===== config.mk =====
export PLATFORM = sky130hd
export DESIGN_NAME = rst_cause_ctrl
export DESIGN_NICKNAME = d
export VERILOG_FILES = /design/src/rtl/rst_cause_pkg.sv /design/src/rtl/rst_cause_ctl.sv /design/src/rtl/rst_cause_dp.sv /design/src/rtl/rst_cause_ctrl.sv
export SDC_FILE = /design/constraint.sdc
export NUM_CORES = 1
export LEC_CHECK = 0
export CORE_MARGIN = 5
export CORE_UTILIZATION = 52
export CTS_CLUSTER_DIAMETER = 50
export DETAILED_ROUTE_END_ITERATION = 6
export PLACE_DENSITY = 0.89
export SYNTH_ARGS = -nofsm -noshare
export SYNTH_HDL_FRONTEND = slang
export SYNTH_SLANG_ARGS = --single-unit

===== constraint.sdc =====
create_clock -name clk -period 2.1 [get_ports clk]
set_clock_uncertainty 0.2 [all_clocks]
set_input_delay 0.42 -clock clk [delete_from_list [all_inputs] [get_ports clk]]
set_output_delay 0.42 -clock clk [all_outputs]
set_load 0.005 [all_outputs]

===== src/rtl/rst_cause_pkg.sv =====
package rst_cause_pkg;
  // one bit per reset cause; loc is bit 0
  typedef struct packed {
    logic sw;
    logic sack;
    logic lol;
    logic loc;
  } srcVec_t;

  // strobes from control to datapath
  typedef struct packed {
    logic    loadHold;
    logic    capture;
    logic    dbgJoin;
    srcVec_t src;
  } ctlStrb_t;
endpackage


===== src/rtl/rst_cause_ctl.sv =====
module rst_cause_ctl
  import rst_cause_pkg::*;
(
  input  logic     clk,
  input  logic     rstN,
  input  logic     clkMonEn,
  input  logic     pllEngagedExt,
  input  logic     pllLocked,
  input  logic     lolResetEn,
  input  logic     inStop,
  input  logic     swResetReq,
  input  logic     locHit,
  input  logic     sackHit,
  input  logic     sysReset,
  output ctlStrb_t strb
);
  logic    lolArmed;
  srcVec_t src;
  logic    anyReq;

  // arming: lock must be seen once in engaged mode
  always_ff @(posedge clk or negedge rstN) begin
    if (!rstN)               lolArmed <= 1'b0;
    else if (!pllEngagedExt) lolArmed <= 1'b0;
    else if (pllLocked)      lolArmed <= 1'b1;
  end

  always_comb begin
    src.loc  = clkMonEn & locHit;
    src.lol  = lolResetEn & lolArmed & pllEngagedExt & ~pllLocked & ~inStop;
    src.sack = sackHit;
    src.sw   = swResetReq;
    anyReq   = |src;
    strb.src      = src;
    strb.loadHold = anyReq;
    strb.capture  = anyReq & ~sysReset;
    strb.dbgJoin  = src.loc | src.lol | src.sack;
  end
endmodule


===== src/rtl/rst_cause_dp.sv =====
module rst_cause_dp
  import rst_cause_pkg::*;
#(
  parameter int NUM_RANGES  = 2,
  parameter int NUM_ACK     = 4,
  parameter int ACK_TIMEOUT = 1025,
  parameter int HOLD_CYC    = 16,
  localparam int RSEL_W = (NUM_RANGES > 1) ? $clog2(NUM_RANGES) : 1,
  localparam int CNT_W  = $clog2(ACK_TIMEOUT + 1),
  localparam int HOLD_W = $clog2(HOLD_CYC + 1)
) (
  input  logic                  clk,
  input  logic                  rstN,
  input  logic [RSEL_W-1:0]     rangeSel,
  input  logic [NUM_RANGES-1:0] refSlow,
  input  logic [NUM_RANGES-1:0] refFast,
  input  logic                  stopReq,
  input  logic [NUM_ACK-1:0]    stopAck,
  input  logic                  lpoTick,
  input  ctlStrb_t              strb,
  output logic                  locHit,
  output logic                  sackHit,
  output logic                  sysReset,
  output logic                  dbgReset,
  output srcVec_t               flags
);
  // per-range two-stage synchronizers
  logic [NUM_RANGES-1:0] rngHit;
  for (genvar r = 0; r < NUM_RANGES; r++) begin : g_rng
    logic [1:0] slowSh, fastSh;
    always_ff @(posedge clk or negedge rstN) begin
      if (!rstN) begin
        slowSh <= '0;
        fastSh <= '0;
      end else begin
        slowSh <= {slowSh[0], refSlow[r]};
        fastSh <= {fastSh[0], refFast[r]};
      end
    end
    assign rngHit[r] = slowSh[1] | fastSh[1];
  end
  assign locHit = rngHit[rangeSel];

  // stop acknowledge watchdog on slow tick edges
  logic             tickPrev;
  logic [CNT_W-1:0] tickCnt;
  logic             tickRise, cntClr;
  assign tickRise = lpoTick & ~tickPrev;
  assign cntClr   = ~stopReq | (&stopAck);
  assign sackHit  = tickRise & ~cntClr & (tickCnt == CNT_W'(ACK_TIMEOUT - 1));

  always_ff @(posedge clk or negedge rstN) begin
    if (!rstN) begin
      tickPrev <= 1'b0;
      tickCnt  <= '0;
    end else begin
      tickPrev <= lpoTick;
      if (cntClr)
        tickCnt <= '0;
      else if (tickRise && tickCnt != CNT_W'(ACK_TIMEOUT))
        tickCnt <= tickCnt + 1'b1;
    end
  end

  // reset stretch and cause capture
  logic [HOLD_W-1:0] holdCnt;
  always_ff @(posedge clk or negedge rstN) begin
    if (!rstN) begin
      holdCnt  <= HOLD_W'(HOLD_CYC);
      sysReset <= 1'b1;
      dbgReset <= 1'b1;
      flags    <= '0;
    end else if (strb.loadHold) begin
      holdCnt  <= HOLD_W'(HOLD_CYC);
      sysReset <= 1'b1;
      if (strb.capture) begin
        flags    <= strb.src;
        dbgReset <= strb.dbgJoin;
      end else begin
        dbgReset <= dbgReset | strb.dbgJoin;
      end
    end else if (holdCnt != '0) begin
      holdCnt <= holdCnt - 1'b1;
      if (holdCnt == HOLD_W'(1)) begin
        sysReset <= 1'b0;
        dbgReset <= 1'b0;
      end
    end
  end
endmodule


===== src/rtl/rst_cause_ctrl.sv =====
module rst_cause_ctrl
  import rst_cause_pkg::*;
#(
  parameter int NUM_RANGES  = 2,
  parameter int NUM_ACK     = 4,
  parameter int ACK_TIMEOUT = 1025,
  parameter int HOLD_CYC    = 16,
  localparam int RSEL_W = (NUM_RANGES > 1) ? $clog2(NUM_RANGES) : 1
) (
  input  logic                  clk,
  input  logic                  rstN,
  input  logic                  clkMonEn,
  input  logic [RSEL_W-1:0]     rangeSel,
  input  logic [NUM_RANGES-1:0] refSlow,
  input  logic [NUM_RANGES-1:0] refFast,
  input  logic                  pllEngagedExt,
  input  logic                  pllLocked,
  input  logic                  lolResetEn,
  input  logic                  inStop,
  input  logic                  stopReq,
  input  logic [NUM_ACK-1:0]    stopAck,
  input  logic                  lpoTick,
  input  logic                  swResetReq,
  output logic                  sysReset,
  output logic                  dbgReset,
  output logic                  locFlag,
  output logic                  lolFlag,
  output logic                  sackFlag,
  output logic                  swFlag
);
  ctlStrb_t strb;
  srcVec_t  flags;
  logic     locHit, sackHit;

  rst_cause_ctl ctl_i (
    .clk(clk), .rstN(rstN), .clkMonEn(clkMonEn), .pllEngagedExt(pllEngagedExt),
    .pllLocked(pllLocked), .lolResetEn(lolResetEn), .inStop(inStop),
    .swResetReq(swResetReq), .locHit(locHit), .sackHit(sackHit),
    .sysReset(sysReset), .strb(strb)
  );

  rst_cause_dp #(
    .NUM_RANGES(NUM_RANGES), .NUM_ACK(NUM_ACK),
    .ACK_TIMEOUT(ACK_TIMEOUT), .HOLD_CYC(HOLD_CYC)
  ) dp_i (
    .clk(clk), .rstN(rstN), .rangeSel(rangeSel), .refSlow(refSlow),
    .refFast(refFast), .stopReq(stopReq), .stopAck(stopAck), .lpoTick(lpoTick),
    .strb(strb), .locHit(locHit), .sackHit(sackHit), .sysReset(sysReset),
    .dbgReset(dbgReset), .flags(flags)
  );

  assign locFlag  = flags.loc;
  assign lolFlag  = flags.lol;
  assign sackFlag = flags.sack;
  assign swFlag   = flags.sw;
endmodule


## Word-level counts from Yosys, hierarchy flattened

Index checks and enable logic that the tools add are counted.

- Add/sub/neg operators: 2
- Magnitude comparators: 1
- Equality and inequality tests: 4
- Mux-type cells: 13
- Bitwise operators: 21
- Reduce and logical (&&, ||, !) cells: 9

Operators by type and width:

| operator | count |
|---|---|
| 11-bit 2-to-1 mux | 2 |
| 11-bit by 1-bit adder with 11-bit output, second input constant | 1 |
| 11-bit == test, second input constant | 1 |
| 11-bit inequality test, second input constant | 1 |
| 5-bit 2-to-1 mux | 2 |
| 1-bit AND | 9 |
| 1-bit 2-to-1 mux | 9 |
| 1-bit inverter | 6 |
| 1-bit bitwise OR | 6 |
| 2-bit nonzero test | 3 |
| 5-bit by 1-bit == test with 1-bit output, second input constant | 1 |
| 5-bit nonzero test | 1 |
| 5-bit by 1-bit subtractor with 5-bit output, second input constant | 1 |
| 2-bit AND reduction | 2 |
| 4-bit AND reduction | 1 |
| 4-bit OR reduction | 1 |
| 1-bit by 2-bit less-than comparator with 1-bit output, second input constant | 1 |
| 2-bit by 1-bit inequality test with 1-bit output, second input constant | 1 |
| 1-bit logical AND | 1 |

- Flip-flop bits (word level): 32
- Input bits: 19
- Output and inout port bits: 6
- Logic and storage cells: 64

## Logic depth before layout (Yosys ltp)

- Depth in word-level cells: 9
- Depth in mapped cells: 6
- Depth with buffers taken out: 6

## Modules after synthesis

From an unflattened synthesis, not the netlist that was laid out.

- Cell total of the unflattened synthesis: 140
- Area total of the unflattened synthesis: 1488.9 um2

Modules (own cells, without submodules):

| module | times used | cells an instance | area an instance (um2) | sequential area each (um2) |
|---|---|---|---|---|
| rst_cause_dp | 1 | 126 | 1377.6 | 779.5 |
| rst_cause_ctl | 1 | 14 | 111.4 | 25.0 |

## Least setup slack after synthesis

Ideal clock, no wire load.

- Path type: reg-to-reg
- Start: register dp_i.tickCnt[2]
- End: register, netlist name dp_i.flags[0]
- Library setup time: 0.120 ns
- Arrival: 1.318 ns
- Data required time: 1.780 ns
- Slack: 0.461 ns
- Cell stages (with the launch flop): 5
- Period minus slack after synthesis: 1.639 ns
- Cell sequence: dfrtp_1 -> nor4_2 -> nand4b_1 -> or2_1 -> a41o_1

- Longest elaborated chain between the ends: 5

Ends and longest elaborated chain:

| element | line | source |
|---|---|---|
| start: declaration | rst_cause_dp.sv:46 | `logic [CNT_W-1:0] tickCnt;` |
| start signal: assignment | rst_cause_dp.sv:61 | `tickCnt <= tickCnt + 1'b1;` |
| 11-bit == test * | rst_cause_dp.sv:50 | `assign sackHit = tickRise & ~cntClr & (tickCnt == CNT_W'(ACK_TIMEOUT - 1));` |
| 1-bit AND * | rst_cause_dp.sv:50 |  |
| 4-bit OR reduction * | rst_cause_ctl.sv:33 | `anyReq = \|src;` |
| 1-bit AND | rst_cause_ctl.sv:36 | `strb.capture = anyReq & ~sysReset;` |
| 2-bit AND reduction (no source line) * | -- |  |

Mark *: on every way between the ends. The rest lies on a longest branch, timed or not.
A chain may end at the register's enable or synchronous reset.

## Final worst setup path

- Start: register dp_i.sysReset
- End: output sysReset

RTL lines:

| element | line | source |
|---|---|---|
| start: declaration | rst_cause_dp.sv:23 | `output logic sysReset,` |
| start signal: assignment | rst_cause_dp.sv:70 | `sysReset <= 1'b1;` |
| start signal: assignment | rst_cause_dp.sv:75 | `sysReset <= 1'b1;` |
| start signal: assignment | rst_cause_dp.sv:85 | `sysReset <= 1'b0;` |
| end: declaration | rst_cause_ctrl.sv:24 | `output logic sysReset,` |

No word-level cell between the ends.

==> results.md <==
- Status: finished clean
- DIE WIDTH: roughly 64 um
- Post-route ant nets: 0
- Critical path peak fanout: 2
- Arrival time of the worst setup path: 1.39 ns
- Initial core utilization: 54.9%
- Post_cts resized: 0
- Top_reg_cell synth: dfrtp_1
- Clock latency on the worst-skew pair: 0.34 ns
- Mean post-synth cell area: 10.8 um^2
- Ports: 25
- Vias: 1,219
- Netlist cell types: 42
- Worst slew margin: 69.4%
- DRT Pass-1 Iters: 5
- Root buffer cell: clkbuf_4
- Max-cap violation count: 0
- WL/cell: about 15 um
- Final Util: 69.7%
- Slowest stage delay, CP: approximately 0.55 ns
- Async S/R FF share, synth: 100%
- Max clock buf depth: 2
- CTS Buf Count: 5
- Worst path bufs/invs: 1
- Sequential area share after synthesis: 52.7%
- Seq cells post-synth: 32
- Fin crit period: approximately 2.0 ns
- CTS tree: yes
- Post-synth EDFFs: 0
- Final HPWL DP: 2.30 mm
- H-tree levels: 2
- Commonest non-fill, non-tap cell in the layout: dfrtp_1
- FILL cells: 206
- Hold path depth: 0
- GRT Residual Overflow: 0
- Post-synthesis cell area: 1530 um^2
- DRC: 0
- Setup violators final: 0
- Number of global-route vias before repair: 1,347
- Cell count along the critical path: 1
- Leak Pwr: 0.863 nW
- Layout area overhead: 26.9%
- Worst Tran Pin Value: between 0.4 and 0.5 ns
- CTS clk-pin slew, worst paths: 0.10 ns
- Crit-path cells: clkdlybuf4s50_1
- Setup CP Type: flip-flop to output port
- Worst reg2reg path depth: 4
- Total wire length: between 3 and 4 mm
- Top Family by Delay on Critical Path: flip-flops
- Vias per cell: 5.80
- Largest net degree at the start of global routing: 33
- Clock Sinks: 32
- GPL Wtd Cong: 0.849
- Final Net Count: around 200
- Layout cells sized above 1: about 14%
- Synth Net Count: roughly 170
- Initial antenna violation count: 0
- Power per standard cell area: between 600 and 700 nW/um^2
- Final-report max-slew violation count: 0
- Worst vdd ir: 0.842 mV
- Slowest CP cell: dfstp_2
- Total power: 1.32 mW
- CP required: 1.48 ns
- Core area: 2780 um^2
- 1st-iter DRT viols: 63
- HP Class: flip-flop to flip-flop
- F_max: 498 MHz
- Port Buffers: 24
- N_diodes: 0
- Yosys synthesis warning count: 0
- Row cnt: 19
- Fin crit share: 95.6%
- Unrepaired setup endpoints after global routing: false
- Critical Path Start Type: flip-flop
- First-pass GRT wire length: 5.65 mm
- Synth Instances: 141
- Crit end category: output port
- Die H: 64.2 um
- Fin. Hold Viols: 0
- Total global-route track usage: 17.1%
- Die ar.: approximately 4100 um^2
- Commonest cells after routing, fill and taps aside: dfrtp_1 (29), clkdlybuf4s50_1 (24), nand2_1 (13)
## Yosys cell counts (2+ instances only)
library cell,n,area [um^2]
nor2_1,10,37.5
o21ai_0,2,10.0
nand4_1,8,50.1
or3b_1,2,17.5
nand4b_1,2,17.5
o21ai_1,4,20.0
nor2b_1,2,12.5
inv_1,8,30.0
a211o_1,2,17.5
dfstp_2,3,78.8
dfrtp_1,29,726
nor3_1,6,30.0
nand2_1,13,48.8
and4b_1,2,20.0
a21oi_1,6,30.0
nand3_1,3,15.0
xor2_1,6,52.6
ha_1,6,75.1
or3_1,4,25.0
## path summary, 6_finish.rpt
path,slack (ns),end,startpoint
max,0.09,sysReset,dp_i.sysReset
min,0.16,dp_i.g_rng[1].fastSh[1],dp_i.g_rng[1].fastSh[0]
max reg2reg,0.23,dp_i.flags[1],dp_i.tickCnt[2]
min reg2reg,0.16,dp_i.g_rng[1].fastSh[1],dp_i.g_rng[1].fastSh[0]
max in group asynchronous,1.12,dp_i.dbgReset,rstN
min in group asynchronous,0.26,dp_i.holdCnt[3],rstN
## logic make-up after synthesis
family	synth area share, %
fa+ha+maj	4.91
buf+inv	2.46
xor+xnor	4.01
flops	52.7
compound gates	11.1
simple gates	24.2
mux	0.655
## state kept, by name (all words and copies together), names as in the netlist
| register | flops |
|---|---|
| dp_i.flags | 4 |
| dp_i.g_rng.slowSh | 4 |
| dp_i.g_rng.fastSh | 4 |
| dp_i.tickPrev | 1 |
| dp_i.sysReset | 1 |
| dp_i.holdCnt | 5 |
| ctl_i.lolArmed | 1 |
| dp_i.tickCnt | 11 |
| dp_i.dbgReset | 1 |
## timing repair
item,CTS,global route
setup buffers,1,0
endpoints found under the setup margin,1,0
hold buffers,0,0
## area by class of cell
class	count	area (um^2)	area share [%]
Clock buffer	5	37.5	1.94
Clock inverter	3	42.5	2.19
Inverter	8	30.0	1.55
Multi-Input combinational cell	99	686	35.4
Sequential cell	32	805	41.5
Tap cell	31	38.8	2.00
Timing Repair Buffer	32	300	15.5
## power breakdown
part           switching, mW  internal, mW
sequential            0.0254         0.649
clock                  0.216         0.248
combinational         0.0860        0.0963
## worst reg2reg max path: stages, from the launching register on
cell	delay, ns
dfrtp_1	0.47
nor4_2	0.43
nand4b_1	0.25
o2111ai_1	0.27
o211ai_1	0.13
## per-layer routing
metal	track usage (%)	wire length, um
met1	18.5	1280
met2	29.3	1560
met3	6.65	182
met4	8.14	60
met5	0	0
## stage by stage
stage | std cells | area (um^2) | hold slack, ns | TNS, ns | setup slack, ns
after floorplan | 141 | 1530 | -0.0756 | 0 | 0.461
after global placement | 201 | 1850 | 0.131 | 0 | 0.0252
after detailed placement | 201 | 1850 | 0.136 | -0.0712 | -0.0287
after CTS | 210 | 1940 | 0.159 | 0 | 0.0743
after global routing | 210 | 1940 | 0.176 | 0 | 0.0348
final | 210 | 1940 | 0.158 | 0 | 0.0920
Power figures use the tool's default switching activity.
